`src/rtl/romrd_pkg.sv`:
```
package romrd_pkg;

  typedef enum logic [3:0] {
    S_IDLE,
    S_LOCK,
    S_OWNER,
    S_ADDR,
    S_ABYTE,
    S_GAP_A,
    S_DUMMY,
    S_OPCODE,
    S_POLL,
    S_ACLR,
    S_GAP_B,
    S_DCLR,
    S_FETCH,
    S_UNLOCK
  } seq_state_t;

  // semaphore block register offsets
  localparam logic [7:0] SEM_OFF_ACQ   = 8'h00;
  localparam logic [7:0] SEM_OFF_REL   = 8'h04;
  localparam logic [7:0] SEM_OFF_OWNER = 8'h08;

  // ROM controller register offsets
  localparam logic [7:0] CTL_OFF_ADDR  = 8'h00;
  localparam logic [7:0] CTL_OFF_ABYTE = 8'h04;
  localparam logic [7:0] CTL_OFF_DUMMY = 8'h08;
  localparam logic [7:0] CTL_OFF_OPC   = 8'h0C;
  localparam logic [7:0] CTL_OFF_STAT  = 8'h10;
  localparam logic [7:0] CTL_OFF_RDATA = 8'h14;

  localparam logic [7:0] FAST_READ_OP  = 8'h0B;
  localparam logic [7:0] ADDR_BYTES_ON = 8'd3;
  localparam int         DONE_BIT      = 1;

endpackage

```
`src/rtl/romrd_bus_port.sv`:
```
module romrd_bus_port #(
  parameter int AW = 32,
  parameter int DW = 32
) (
  input  logic          clk,
  input  logic          rst,
  input  logic          go,
  input  logic          cmd_we,
  input  logic [AW-1:0] cmd_addr,
  input  logic [DW-1:0] cmd_wdata,
  output logic          cmd_done,
  output logic [DW-1:0] cmd_rdata,
  output logic          bus_req,
  output logic          bus_we,
  output logic [AW-1:0] bus_addr,
  output logic [DW-1:0] bus_wdata,
  input  logic          bus_ack,
  input  logic [DW-1:0] bus_rdata
);

  always_ff @(posedge clk) begin
    if (rst) begin
      bus_req   <= 1'b0;
      bus_we    <= 1'b0;
      bus_addr  <= '0;
      bus_wdata <= '0;
      cmd_done  <= 1'b0;
      cmd_rdata <= '0;
    end else begin
      cmd_done <= 1'b0;
      if (bus_req && bus_ack) begin
        bus_req  <= 1'b0;
        cmd_done <= 1'b1;
        if (!bus_we) cmd_rdata <= bus_rdata;
      end else if (go && !bus_req) begin
        bus_req   <= 1'b1;
        bus_we    <= cmd_we;
        bus_addr  <= cmd_addr;
        bus_wdata <= cmd_wdata;
      end
    end
  end

  // fields frozen while an access waits for its acknowledge
  a_r11_hold: assert property (@(posedge clk) disable iff (rst)
    bus_req && !bus_ack |=> bus_req && $stable(bus_addr) && $stable(bus_we) && $stable(bus_wdata));

  // request drops right after the acknowledge
  a_r11_drop: assert property (@(posedge clk) disable iff (rst)
    bus_req && bus_ack |=> !bus_req);

  // a new access is never started on top of an open one
  a_r11_single: assert property (@(posedge clk) disable iff (rst)
    go |-> !bus_req);

endmodule

```
`src/rtl/romrd_settle_timer.sv`:
```
module romrd_settle_timer #(
  parameter int CYCLES = 12500
) (
  input  logic clk,
  input  logic rst,
  input  logic start,
  output logic fire
);

  localparam int CW = $clog2(CYCLES + 1);
  localparam logic [CW-1:0] LOAD = CW'(CYCLES);

  logic [CW-1:0] cnt;
  logic          run;

  always_ff @(posedge clk) begin
    if (rst) begin
      cnt  <= '0;
      run  <= 1'b0;
      fire <= 1'b0;
    end else begin
      fire <= 1'b0;
      if (start) begin
        cnt <= LOAD;
        run <= 1'b1;
      end else if (run) begin
        if (cnt <= CW'(1)) begin
          run  <= 1'b0;
          fire <= 1'b1;
        end else begin
          cnt <= cnt - CW'(1);
        end
      end
    end
  end

  // a started gap is not cut short by a restart
  a_r6_no_restart: assert property (@(posedge clk) disable iff (rst)
    run |-> !start);

endmodule

```
`src/rtl/romrd_sequencer.sv`:
```
module romrd_sequencer
  import romrd_pkg::*;
#(
  parameter int          AW            = 32,
  parameter int          DW            = 32,
  parameter int          RA_W          = 24,
  parameter logic [31:0] SEM_BASE      = 32'h0001_0000,
  parameter logic [31:0] CTRL_BASE     = 32'h0002_0000,
  parameter logic [31:0] OWNER_ID      = 32'h0000_00D5,
  parameter int          LOCK_TRIES    = 10000,
  parameter int          POLL_LIMIT    = 100,
  parameter int          SETTLE_CYCLES = 12500
) (
  input  logic            clk,
  input  logic            rst,
  input  logic            req_valid,
  input  logic [RA_W-1:0] req_addr,
  output logic            req_ready,
  output logic            rsp_valid,
  output logic            rsp_err,
  output logic [DW-1:0]   rsp_data,
  output logic            go,
  output logic            cmd_we,
  output logic [AW-1:0]   cmd_addr,
  output logic [DW-1:0]   cmd_wdata,
  input  logic            cmd_done,
  input  logic [DW-1:0]   cmd_rdata,
  output logic            tmr_start,
  input  logic            tmr_fire
);

  localparam int TRY_W = $clog2(LOCK_TRIES + 1);
  localparam int POL_W = $clog2(POLL_LIMIT + 1);
  localparam logic [TRY_W-1:0] TRY_MAX = TRY_W'(LOCK_TRIES - 1);
  localparam logic [POL_W-1:0] POL_MAX = POL_W'(POLL_LIMIT - 1);

  localparam logic [AW-1:0] A_ACQ   = AW'(SEM_BASE  + 32'(SEM_OFF_ACQ));
  localparam logic [AW-1:0] A_REL   = AW'(SEM_BASE  + 32'(SEM_OFF_REL));
  localparam logic [AW-1:0] A_OWNER = AW'(SEM_BASE  + 32'(SEM_OFF_OWNER));
  localparam logic [AW-1:0] A_ADDR  = AW'(CTRL_BASE + 32'(CTL_OFF_ADDR));
  localparam logic [AW-1:0] A_ABYTE = AW'(CTRL_BASE + 32'(CTL_OFF_ABYTE));
  localparam logic [AW-1:0] A_DUMMY = AW'(CTRL_BASE + 32'(CTL_OFF_DUMMY));
  localparam logic [AW-1:0] A_OPC   = AW'(CTRL_BASE + 32'(CTL_OFF_OPC));
  localparam logic [AW-1:0] A_STAT  = AW'(CTRL_BASE + 32'(CTL_OFF_STAT));
  localparam logic [AW-1:0] A_RDATA = AW'(CTRL_BASE + 32'(CTL_OFF_RDATA));

  seq_state_t       state;
  logic             wait_q;
  logic             err_q;
  logic [RA_W-1:0]  addr_q;
  logic [DW-1:0]    data_q;
  logic [TRY_W-1:0] tries;
  logic [POL_W-1:0] polls;
  logic             in_gap;

  assign req_ready = (state == S_IDLE);
  assign in_gap    = (state == S_GAP_A) || (state == S_GAP_B);

  // command for the current step
  always_comb begin
    cmd_we    = 1'b0;
    cmd_addr  = '0;
    cmd_wdata = '0;
    unique case (state)
      S_LOCK:   cmd_addr = A_ACQ;
      S_OWNER:  begin cmd_we = 1'b1; cmd_addr = A_OWNER; cmd_wdata = DW'(OWNER_ID);      end
      S_ADDR:   begin cmd_we = 1'b1; cmd_addr = A_ADDR;  cmd_wdata = DW'(addr_q);        end
      S_ABYTE:  begin cmd_we = 1'b1; cmd_addr = A_ABYTE; cmd_wdata = DW'(ADDR_BYTES_ON); end
      S_DUMMY:  begin cmd_we = 1'b1; cmd_addr = A_DUMMY; cmd_wdata = '0;                 end
      S_OPCODE: begin cmd_we = 1'b1; cmd_addr = A_OPC;   cmd_wdata = DW'(FAST_READ_OP);  end
      S_POLL:   cmd_addr = A_STAT;
      S_ACLR:   begin cmd_we = 1'b1; cmd_addr = A_ABYTE; cmd_wdata = '0;                 end
      S_DCLR:   begin cmd_we = 1'b1; cmd_addr = A_DUMMY; cmd_wdata = '0;                 end
      S_FETCH:  cmd_addr = A_RDATA;
      S_UNLOCK: cmd_addr = A_REL;
      default:  cmd_addr = '0;
    endcase
    go        = (state != S_IDLE) && !in_gap && !wait_q;
    tmr_start = in_gap && !wait_q;
  end

  always_ff @(posedge clk) begin
    if (rst) begin
      state     <= S_IDLE;
      wait_q    <= 1'b0;
      err_q     <= 1'b0;
      addr_q    <= '0;
      data_q    <= '0;
      tries     <= '0;
      polls     <= '0;
      rsp_valid <= 1'b0;
      rsp_err   <= 1'b0;
      rsp_data  <= '0;
    end else begin
      rsp_valid <= 1'b0;
      if (state == S_IDLE) begin
        if (req_valid) begin
          addr_q <= req_addr;
          tries  <= '0;
          polls  <= '0;
          err_q  <= 1'b0;
          data_q <= '0;
          wait_q <= 1'b0;
          state  <= S_LOCK;
        end
      end else if (!wait_q) begin
        wait_q <= 1'b1;
      end else if (cmd_done || tmr_fire) begin
        wait_q <= 1'b0;
        unique case (state)
          S_LOCK: begin
            if (cmd_rdata == DW'(1)) begin
              state <= S_OWNER;
            end else if (tries == TRY_MAX) begin
              rsp_valid <= 1'b1;
              rsp_err   <= 1'b1;
              rsp_data  <= '0;
              state     <= S_IDLE;
            end else begin
              tries <= tries + TRY_W'(1);
            end
          end
          S_OWNER:  state <= S_ADDR;
          S_ADDR:   state <= S_ABYTE;
          S_ABYTE:  state <= S_GAP_A;
          S_GAP_A:  state <= S_DUMMY;
          S_DUMMY:  state <= S_OPCODE;
          S_OPCODE: state <= S_POLL;
          S_POLL: begin
            if (cmd_rdata[DONE_BIT]) begin
              state <= S_ACLR;
            end else if (polls == POL_MAX) begin
              err_q <= 1'b1;
              state <= S_UNLOCK;
            end else begin
              polls <= polls + POL_W'(1);
            end
          end
          S_ACLR:   state <= S_GAP_B;
          S_GAP_B:  state <= S_DCLR;
          S_DCLR:   state <= S_FETCH;
          S_FETCH: begin
            data_q <= cmd_rdata;
            state  <= S_UNLOCK;
          end
          S_UNLOCK: begin
            rsp_valid <= 1'b1;
            rsp_err   <= err_q;
            rsp_data  <= err_q ? '0 : data_q;
            state     <= S_IDLE;
          end
          default: state <= S_IDLE;
        endcase
      end
    end
  end

  // checker: cycles since the last address-byte-count write was acknowledged
  localparam int GW = $clog2(SETTLE_CYCLES + 2);
  logic [GW-1:0] gap_cnt;
  always_ff @(posedge clk) begin
    if (rst) begin
      gap_cnt <= GW'(SETTLE_CYCLES);
    end else if (cmd_done && wait_q && (state == S_ABYTE || state == S_ACLR)) begin
      gap_cnt <= '0;
    end else if (gap_cnt < GW'(SETTLE_CYCLES)) begin
      gap_cnt <= gap_cnt + GW'(1);
    end
  end

  // dummy-count write never issued before the settle window has run out
  a_r6_gap: assert property (@(posedge clk) disable iff (rst)
    go && (state == S_DUMMY || state == S_DCLR) |-> gap_cnt >= GW'(SETTLE_CYCLES));

  // acquire attempts stay within the configured bound
  a_r3_try_bound: assert property (@(posedge clk) disable iff (rst)
    tries <= TRY_MAX);

  // poll count stays within the configured bound
  a_r7_poll_bound: assert property (@(posedge clk) disable iff (rst)
    polls <= POL_MAX);

  // a poll timeout always leads through the release step
  a_r9_release_after_timeout: assert property (@(posedge clk) disable iff (rst)
    state == S_POLL && cmd_done && wait_q && !cmd_rdata[DONE_BIT] && polls == POL_MAX
    |=> state == S_UNLOCK);

endmodule

```
`src/rtl/romrd_locked_master.sv`:
```
module romrd_locked_master #(
  parameter int          AW            = 32,
  parameter int          DW            = 32,
  parameter int          RA_W          = 24,
  parameter logic [31:0] SEM_BASE      = 32'h0001_0000,
  parameter logic [31:0] CTRL_BASE     = 32'h0002_0000,
  parameter logic [31:0] OWNER_ID      = 32'h0000_00D5,
  parameter int          LOCK_TRIES    = 10000,
  parameter int          POLL_LIMIT    = 100,
  parameter int          SETTLE_CYCLES = 12500
) (
  input  logic            clk,
  input  logic            rst,
  input  logic            req_valid,
  input  logic [RA_W-1:0] req_addr,
  output logic            req_ready,
  output logic            rsp_valid,
  output logic            rsp_err,
  output logic [DW-1:0]   rsp_data,
  output logic            bus_req,
  output logic            bus_we,
  output logic [AW-1:0]   bus_addr,
  output logic [DW-1:0]   bus_wdata,
  input  logic            bus_ack,
  input  logic [DW-1:0]   bus_rdata
);

  logic          go;
  logic          cmd_we;
  logic [AW-1:0] cmd_addr;
  logic [DW-1:0] cmd_wdata;
  logic          cmd_done;
  logic [DW-1:0] cmd_rdata;
  logic          tmr_start;
  logic          tmr_fire;

  romrd_sequencer #(
    .AW(AW), .DW(DW), .RA_W(RA_W),
    .SEM_BASE(SEM_BASE), .CTRL_BASE(CTRL_BASE), .OWNER_ID(OWNER_ID),
    .LOCK_TRIES(LOCK_TRIES), .POLL_LIMIT(POLL_LIMIT), .SETTLE_CYCLES(SETTLE_CYCLES)
  ) u_seq (
    .clk(clk), .rst(rst),
    .req_valid(req_valid), .req_addr(req_addr), .req_ready(req_ready),
    .rsp_valid(rsp_valid), .rsp_err(rsp_err), .rsp_data(rsp_data),
    .go(go), .cmd_we(cmd_we), .cmd_addr(cmd_addr), .cmd_wdata(cmd_wdata),
    .cmd_done(cmd_done), .cmd_rdata(cmd_rdata),
    .tmr_start(tmr_start), .tmr_fire(tmr_fire)
  );

  romrd_bus_port #(.AW(AW), .DW(DW)) u_port (
    .clk(clk), .rst(rst),
    .go(go), .cmd_we(cmd_we), .cmd_addr(cmd_addr), .cmd_wdata(cmd_wdata),
    .cmd_done(cmd_done), .cmd_rdata(cmd_rdata),
    .bus_req(bus_req), .bus_we(bus_we), .bus_addr(bus_addr), .bus_wdata(bus_wdata),
    .bus_ack(bus_ack), .bus_rdata(bus_rdata)
  );

  romrd_settle_timer #(.CYCLES(SETTLE_CYCLES)) u_gap (
    .clk(clk), .rst(rst), .start(tmr_start), .fire(tmr_fire)
  );

  // ready drops the cycle after a request is taken
  a_r1_ready_drop: assert property (@(posedge clk) disable iff (rst)
    req_valid && req_ready |=> !req_ready);

  // ready comes back only together with a response
  a_r1_ready_return: assert property (@(posedge clk) disable iff (rst)
    !req_ready |=> !req_ready || rsp_valid);

  // the response strobe lasts one cycle
  a_r12_pulse: assert property (@(posedge clk) disable iff (rst)
    rsp_valid |=> !rsp_valid);

  // an error response carries no data
  a_r10_err_data: assert property (@(posedge clk) disable iff (rst)
    rsp_valid && rsp_err |-> rsp_data == '0);

  // no register access while idle and unanswered
  a_r11_idle_quiet: assert property (@(posedge clk) disable iff (rst)
    req_ready && !rsp_valid && !$past(rsp_valid) |-> !bus_req);

endmodule

```
`config.mk`:
```
export PLATFORM = sky130hd
export DESIGN_NAME = romrd_locked_master
export DESIGN_NICKNAME = d
export VERILOG_FILES = /design/src/rtl/romrd_pkg.sv /design/src/rtl/romrd_bus_port.sv /design/src/rtl/romrd_settle_timer.sv /design/src/rtl/romrd_sequencer.sv /design/src/rtl/romrd_locked_master.sv
export SDC_FILE = /design/constraint.sdc
export NUM_CORES = 1
export LEC_CHECK = 0
export BUFFER_PORTS_ARGS = -buffer_cell sky130_fd_sc_hd__buf_2
export CORE_ASPECT_RATIO = 1.5
export CORE_UTILIZATION = 35
export CTS_CLUSTER_SIZE = 10
export DETAILED_ROUTE_END_ITERATION = 12
export PLACE_DENSITY = 0.56
export SYNTH_ARGS = -nofsm -noshare
export SYNTH_HDL_FRONTEND = slang
export SYNTH_SLANG_ARGS = --single-unit
```
`constraint.sdc`:
```
create_clock -name clk -period 2.97 [get_ports clk]
set_input_delay 0.297 -clock clk [delete_from_list [all_inputs] [get_ports clk]]
set_output_delay 0.297 -clock clk [all_outputs]
set_load 0.005 [all_outputs]
```
# After elaboration in Yosys (flattened, before gate mapping)
# Index checks and enable logic that the tools add are counted.
[classes]
eq_ne = 26
n_addsub = 3
reduce_logical = 38
bitwise_logic = 7
n_mux = 59
order_cmp = 1
[op_table]
columns = ["cell", "count"]
rows = [
  ["$mux 32", 8],
  ["$pmux 18 s9", 1],
  ["$mux 14", 10],
  ["$pmux 24 s4", 1],
  ["$pmux 32 s2", 1],
  ["$mux 7", 7],
  ["$pmux 4 s12", 1],
  ["$eq 32x1->1 const B", 1],
  ["$mux 4", 8],
  ["$eq 4x4->1 const B", 6],
  ["$reduce_and 6->1", 4],
  ["$mux 1", 20],
  ["$eq 4x3->1 const B", 4],
  ["$reduce_bool 2->1", 8],
  ["$add 14x1->14 const B", 1],
  ["$eq 14x14->1 const B", 1],
  ["$le 14x1->1 const B", 1],
  ["$ne 2x2->1 const B", 7],
  ["$sub 14x1->14 const B", 1],
  ["$reduce_and 2->1", 5],
  ["$eq 4x2->1 const B", 2],
  ["$ne 4x2->1 const B", 2],
  ["$reduce_or 2->1", 4],
  ["$add 7x1->7 const B", 1],
  ["15 further kinds", 29],
]
[word_totals]
in_bits = 60
word_cells = 154
output_inout_bits = 101
ff_bits = 232

# Logic depth before layout (Yosys ltp)
[depth]
word_depth = 7
depth_mapped = 10
depth_no_buf = 8

# Cells and area by module
# A second synthesis with hierarchy kept.
[unflattened]
hier_cells = 1155
hier_area_um2 = 9874.5
[modules_own_cells]
columns = ["module", "n_inst", "cells_each", "area_each_um2", "seq_area_each_um2"]
rows = [
  ["romrd_sequencer", 1, 630, 5585.4, 2342.2],
  ["romrd_bus_port", 1, 430, 3454.6, 1981.9],
  ["romrd_settle_timer", 1, 95, 834.6, 320.3],
]

# Least setup slack after synthesis
# No wires, ideal clock.
[synth_path]
path_type = "reg-to-reg"
startpoint = "register u_seq.state[3]"
endpoint = "register u_seq.data_q[24]"
slack_ns = 0.955
synth_period_minus_slack_ns = 2.015
arrival_time_ns = 1.887
setup_time_ns = 0.128
path_buffers = 2
t_required_ns = 2.842
stages_incl_launch_ff = 9
path_cell_list = "dfxtp_1 -> buf_4 -> nor2_1 -> a22oi_1 -> nor3_1 -> clkbuf_1 -> and2b_1 -> a31oi_1 -> nor2_1"
[synth_between]
elab_chain_len = 3
elab_cells_between_ends = 8
cone_classes = "eq/ne: 2; mux: 1; reduce/logical: 5"
[synth_lines]
columns = ["item", "line_no", "rtl"]
rows = [
  ["start: declaration", "romrd_sequencer.sv:47", "seq_state_t state;"],
  ["start signal: assignment", "romrd_sequencer.sv:84", "state <= S_IDLE;"],
  ["start signal: assignment", "romrd_sequencer.sv:104", "state <= S_LOCK;"],
  ["start signal: assignment", "romrd_sequencer.sv:113", "state <= S_OWNER;"],
  ["$eq 4x4->1 or $logic_not 4->1 (tied branches)", "romrd_sequencer.sv:110, romrd_sequencer.sv:96", ""],
  ["$reduce_bool 2->1 (no line) or $ne 2x2->1 (tied branches)", "-", ""],
  ["$reduce_and 4->1 (no line)", "-", ""],
  ["end signal: assignment", "romrd_sequencer.sv:143", "data_q <= cmd_rdata;"],
  ["end: declaration", "romrd_sequencer.sv:51", "logic [DW-1:0] data_q;"],
]
# Several ways; a longest one is shown, not always the timed one.
# A chain may end at the register's enable or synchronous reset.

# Worst setup path in the final report
[layout_path]
startpoint = "register u_seq.state[0]"
endpoint = "register u_seq.tries[12]"
[layout_between]
elab_chain_len = 3
elab_cells_between_ends = 10
cone_classes = "eq/ne: 4; mux: 1; reduce/logical: 5"
[layout_lines]
columns = ["item", "line_no", "rtl"]
rows = [
  ["$logic_not 4->1 or $eq 4x1->1 (tied branches)", "romrd_sequencer.sv:96, romrd_sequencer.sv:110", ""],
  ["$ne 2x2->1 (no line) or $reduce_bool 2->1 (tied branches)", "-", ""],
  ["$reduce_and 6->1 (no line)", "-", ""],
  ["end signal: assignment", "romrd_sequencer.sv:120", "tries <= tries + TRY_W'(1);"],
  ["end: declaration", "romrd_sequencer.sv:52", "logic [TRY_W-1:0] tries;"],
]
# Several ways; a longest one is shown, not always the timed one.

==> results by group <==
Outcome
  – Status: completed

Setup path
  – Crit path DAT: 2.79 ns
  – WP data required: 3.32 ns
  – Worst Setup SP: u_seq.state[0]$_SDFFE_PP0P_
  – Critical path fanouts, max: 23
  – CP Cell Sequence: nor2b_1 > nand2_1 > a21o_1 > o31a_1 > or4_1 > a21oi_1
  – R2R Path Start: u_seq.state[0]$_SDFFE_PP0P_
  – Kind of critical path: flip-flop to flip-flop
  – Nature of the critical path endpoint: flip-flop
  – CP max stage cell: or4_1
  – CP Launch Type: flip-flop
  – Max incr delay on CP: 0.58 ns

Placed design
  – Area after DPL: 8890 µm²
  – Dpl cells: 1348
  – Dpl ws: 0.571 ns
  – Placer Congestion: 0.833
  – Port-buffer cells: 125
  – Hpwl dp: 13900 µm

Timing
  – Worst Tran Pin Value: 0.745 ns
  – Setup violations, final: 0
  – Max Clk Rate: 0.410 GHz
  – Setup TNS: 0 ns
  – Minimum clock period: 2.44 ns
  – Clock Skew: 0.0153 ns
  – Unrepaired setup endpoints after global routing: no
  – Hold Vio Cnt, Final: 0
  – Final period util: 0.820
  – Max-slew violations: 0
  – Final worst setup slack: 0.533 ns
  – Max transition margin: 0.504

Clock tree
  – CTS tree: built
  – H-tree lvl count: 4
  – Worst-skew pair later-pin latency: 0.43 ns
  – Clock transition at path regs: 0.08 ns
  – Post-CTS setup buffers: 0
  – Max Root-Sink Buffers: 2
  – Root Driver: clkbuf_16
  – Total CTS buffers: 17
  – Hold_buf cts: 0
  – # resized after CTS: 0
  – Clk sinks: 197

Synth
  – Primary FF master, synth: dfxtp_1
  – #FFs+latches synth: 197
  – Synthesized area: 8160 µm²
  – Synth Area per Inst: 8.22 µm²
  – Async SR Flop Fraction: 0
  – Distinct cells, synth: 59
  – Number of synthesized flops with an enable pin: 0
  – Synth Warn #: 0
  – Cell count after synthesis: 993
  – Sequential area share after synthesis: 0.483

Job
  – Max-Cap Viols: 0

Cells and area
  – Share of cells above drive strength 1: 0.173
  – Area growth syn-to-layout: 16.6%
  – Fillcell total: 2371
  – ANT cells: 0
  – Final core utilization: 0.414
  – Layout Nets: 1151
  – Design area: 9520 µm²
  – Layout Cells excl Fill: 1380

Route
  – DR WL/cell: 15.1 µm
  – Pre-antenna DRT Iters: 5
  – Via Count: 7043
  – Detailed-route DRC error count: 0
  – 1st-iter DRT viols: 439
  – WL final: 20900 µm
  – Vias per cell: 5.10
  – Post-route ant nets: 0

Global route
  – First-pass GRT wire length: 33800 µm
  – Global route overflow: 0
  – Number of global-route vias before repair: 6437
  – Total GRT Usage: 0.178
  – Largest net degree at the start of global routing: 65
  – Initial antenna violation count: 0

Pwr
  – Leak pwr: 0.00369 µW
  – Peak VDD IR: 0.000457 V
  – Pwr per Cell Area: 623 nW/µm²

Floorplanning
  – Initial Util: 0.355
  – Die width: 127 µm
  – Die height: 189 µm
  – Die area: 23900 µm²
  – Num ports: 161
  – Core ar.: 23000 µm²
  – Site Rows: 68

Hold path
  – Hold path start: bus_rdata[0]
  – HP Class: input pin to flip-flop
-- routing by layer --
metal  track usage  wire (µm)  up-vias
met2         0.315      10700      162
met5             0          0        -
li1              -          -     3537
met3        0.0387        930       17
met4        0.0609        299        0
met1         0.212       8960     3327
-- synth_stat cells, types with 4 or more instances --
cell type / n / area share
nand2b_1: 9 / 0.0069
a21oi_1: 107 / 0.066
clkbuf_1: 52 / 0.024
buf_4: 39 / 0.036
and2_1: 5 / 0.0038
a211oi_1: 10 / 0.0092
nor3_1: 12 / 0.0074
dfxtp_1: 197 / 0.48
a31oi_1: 33 / 0.025
inv_1: 7 / 0.0032
and2b_1: 7 / 0.0064
nor2b_1: 27 / 0.021
nand3_1: 28 / 0.017
nor4_1: 15 / 0.012
ha_1: 4 / 0.0061
o31ai_1: 4 / 0.0037
o21ai_0: 20 / 0.012
buf_2: 10 / 0.0061
nand4_1: 7 / 0.0054
nand2_1: 166 / 0.076
nor2_1: 120 / 0.055
and3_1: 5 / 0.0038
or3_1: 6 / 0.0046
a22oi_1: 35 / 0.032
xor2_1: 9 / 0.0097
xnor2_1: 8 / 0.0086
-- where the power goes --
| part | internal [µW] | total [µW] | switching (µW) | leakage, µW |
|---|---|---|---|---|
| Sequential | 2730 | 2790 | 63.4 | 0.00159 |
| Combinational | 215 | 699 | 485 | 0.00180 |
| Clock | 1390 | 2440 | 1050 | 0.000300 |
-- kinds of logic after synthesis --
logic type	Yosys count	share of synthesized area
AND/OR/NAND/NOR	426	0.239
buffers and inverters	113	0.0744
other	1	0.000460
flip-flops	197	0.483
AO/OA/AOI/OAI	232	0.175
XOR/XNOR	17	0.0182
multiplexers	3	0.00368
adder cells (fa/ha/maj)	4	0.00613
-- layout by cell type, fill, tap and decap left out, types with 3 or more instances in the layout --
cell       synthesis  layout
o211ai_1           3       3
a22oi_1           35      35
o21ai_0           20      20
or3_1              6       6
nand3_1           28      28
nor2b_1           27      27
nor2_1           120     119
and2_1             5       5
buf_4             39      21
bufinv_16          0       3
nand4b_1           3       3
nand4_1            7       7
dfxtp_1          197     197
buf_2             10     124
nor4_1            15      14
xnor2_1            8       8
conb_1             1      35
and3_1             5       5
a31oi_1           33      33
mux2i_1            3       3
inv_1              7       7
nor3_1            12      10
or4_1              3       3
nand2_1          166     166
and2b_1            7       7
xor2_1             9       9
clkinv_4           0       3
nand2b_1           9       9
and4_1             3       3
o31a_1             3       3
a211oi_1          10      10
o31ai_1            4       4
clkbuf_16          0      17
ha_1               4       4
a21oi_1          107     107
-- path summary, 6_finish.rpt --
kind | endpoint | slack (ns) | cells after the start
setup / recovery | u_seq.tries[12]$_SDFFE_PP0P_ | 0.53 | 6
hold / removal | u_port.cmd_rdata[0]$_SDFFE_PP0P_ | 0.10 | 3
setup reg to reg | u_seq.tries[12]$_SDFFE_PP0P_ | 0.53 | 6
hold reg to reg | u_port.bus_wdata[3]$_SDFFE_PP0P_ | 0.45 | 2
-- registers in the layout, summed over array words and instances, names as in the netlist --
register	count
u_port.cmd_rdata	32
u_seq.data_q	32
u_seq.rsp_data	32
u_port.bus_wdata	24
u_seq.addr_q	24
u_gap.cnt	14
u_seq.tries	14
u_seq.polls	7
u_port.bus_addr	5
u_seq.state	4
u_gap.fire	1
u_gap.run	1
u_port.bus_req	1
u_port.bus_we	1
u_port.cmd_done	1
u_seq.err_q	1
u_seq.rsp_err	1
u_seq.rsp_valid	1
u_seq.wait_q	1
-- metrics by stage --
| step | total power [µW] | hold slack, ns |
|---|---|---|
| 2_1_floorplan | 3340 | 0.433 |
| 3_3_place_gp | 3550 | 0.437 |
| 3_5_place_dp | 3550 | 0.441 |
| 4_1_cts | 5990 | 0.0805 |
| 5_1_grt | 6190 | 0.0852 |
| 6_report | 5930 | 0.101 |
-- worst max-delay path: cells and delay by family, from the launching register on --
family | cells | cell delay [ns]
DFF | 1 | 0.53
AOI/OAI and AO/OA | 3 | 0.85
and+or+nand+nor | 3 | 0.98
-- layout make-up --
| type | count | area, µm² | share of cell area |
|---|---|---|---|
| clock buffer | 20 | 457 | 0.0480 |
| clock inverter | 12 | 170 | 0.0179 |
| inverter | 8 | 31.3 | 0.00329 |
| multi-input combinational | 717 | 3760 | 0.396 |
| sequential | 197 | 3940 | 0.414 |
| tap | 280 | 350 | 0.0368 |
| timing repair buffer | 146 | 798 | 0.0839 |
Note: power is estimated with default switching activity, not from simulation.
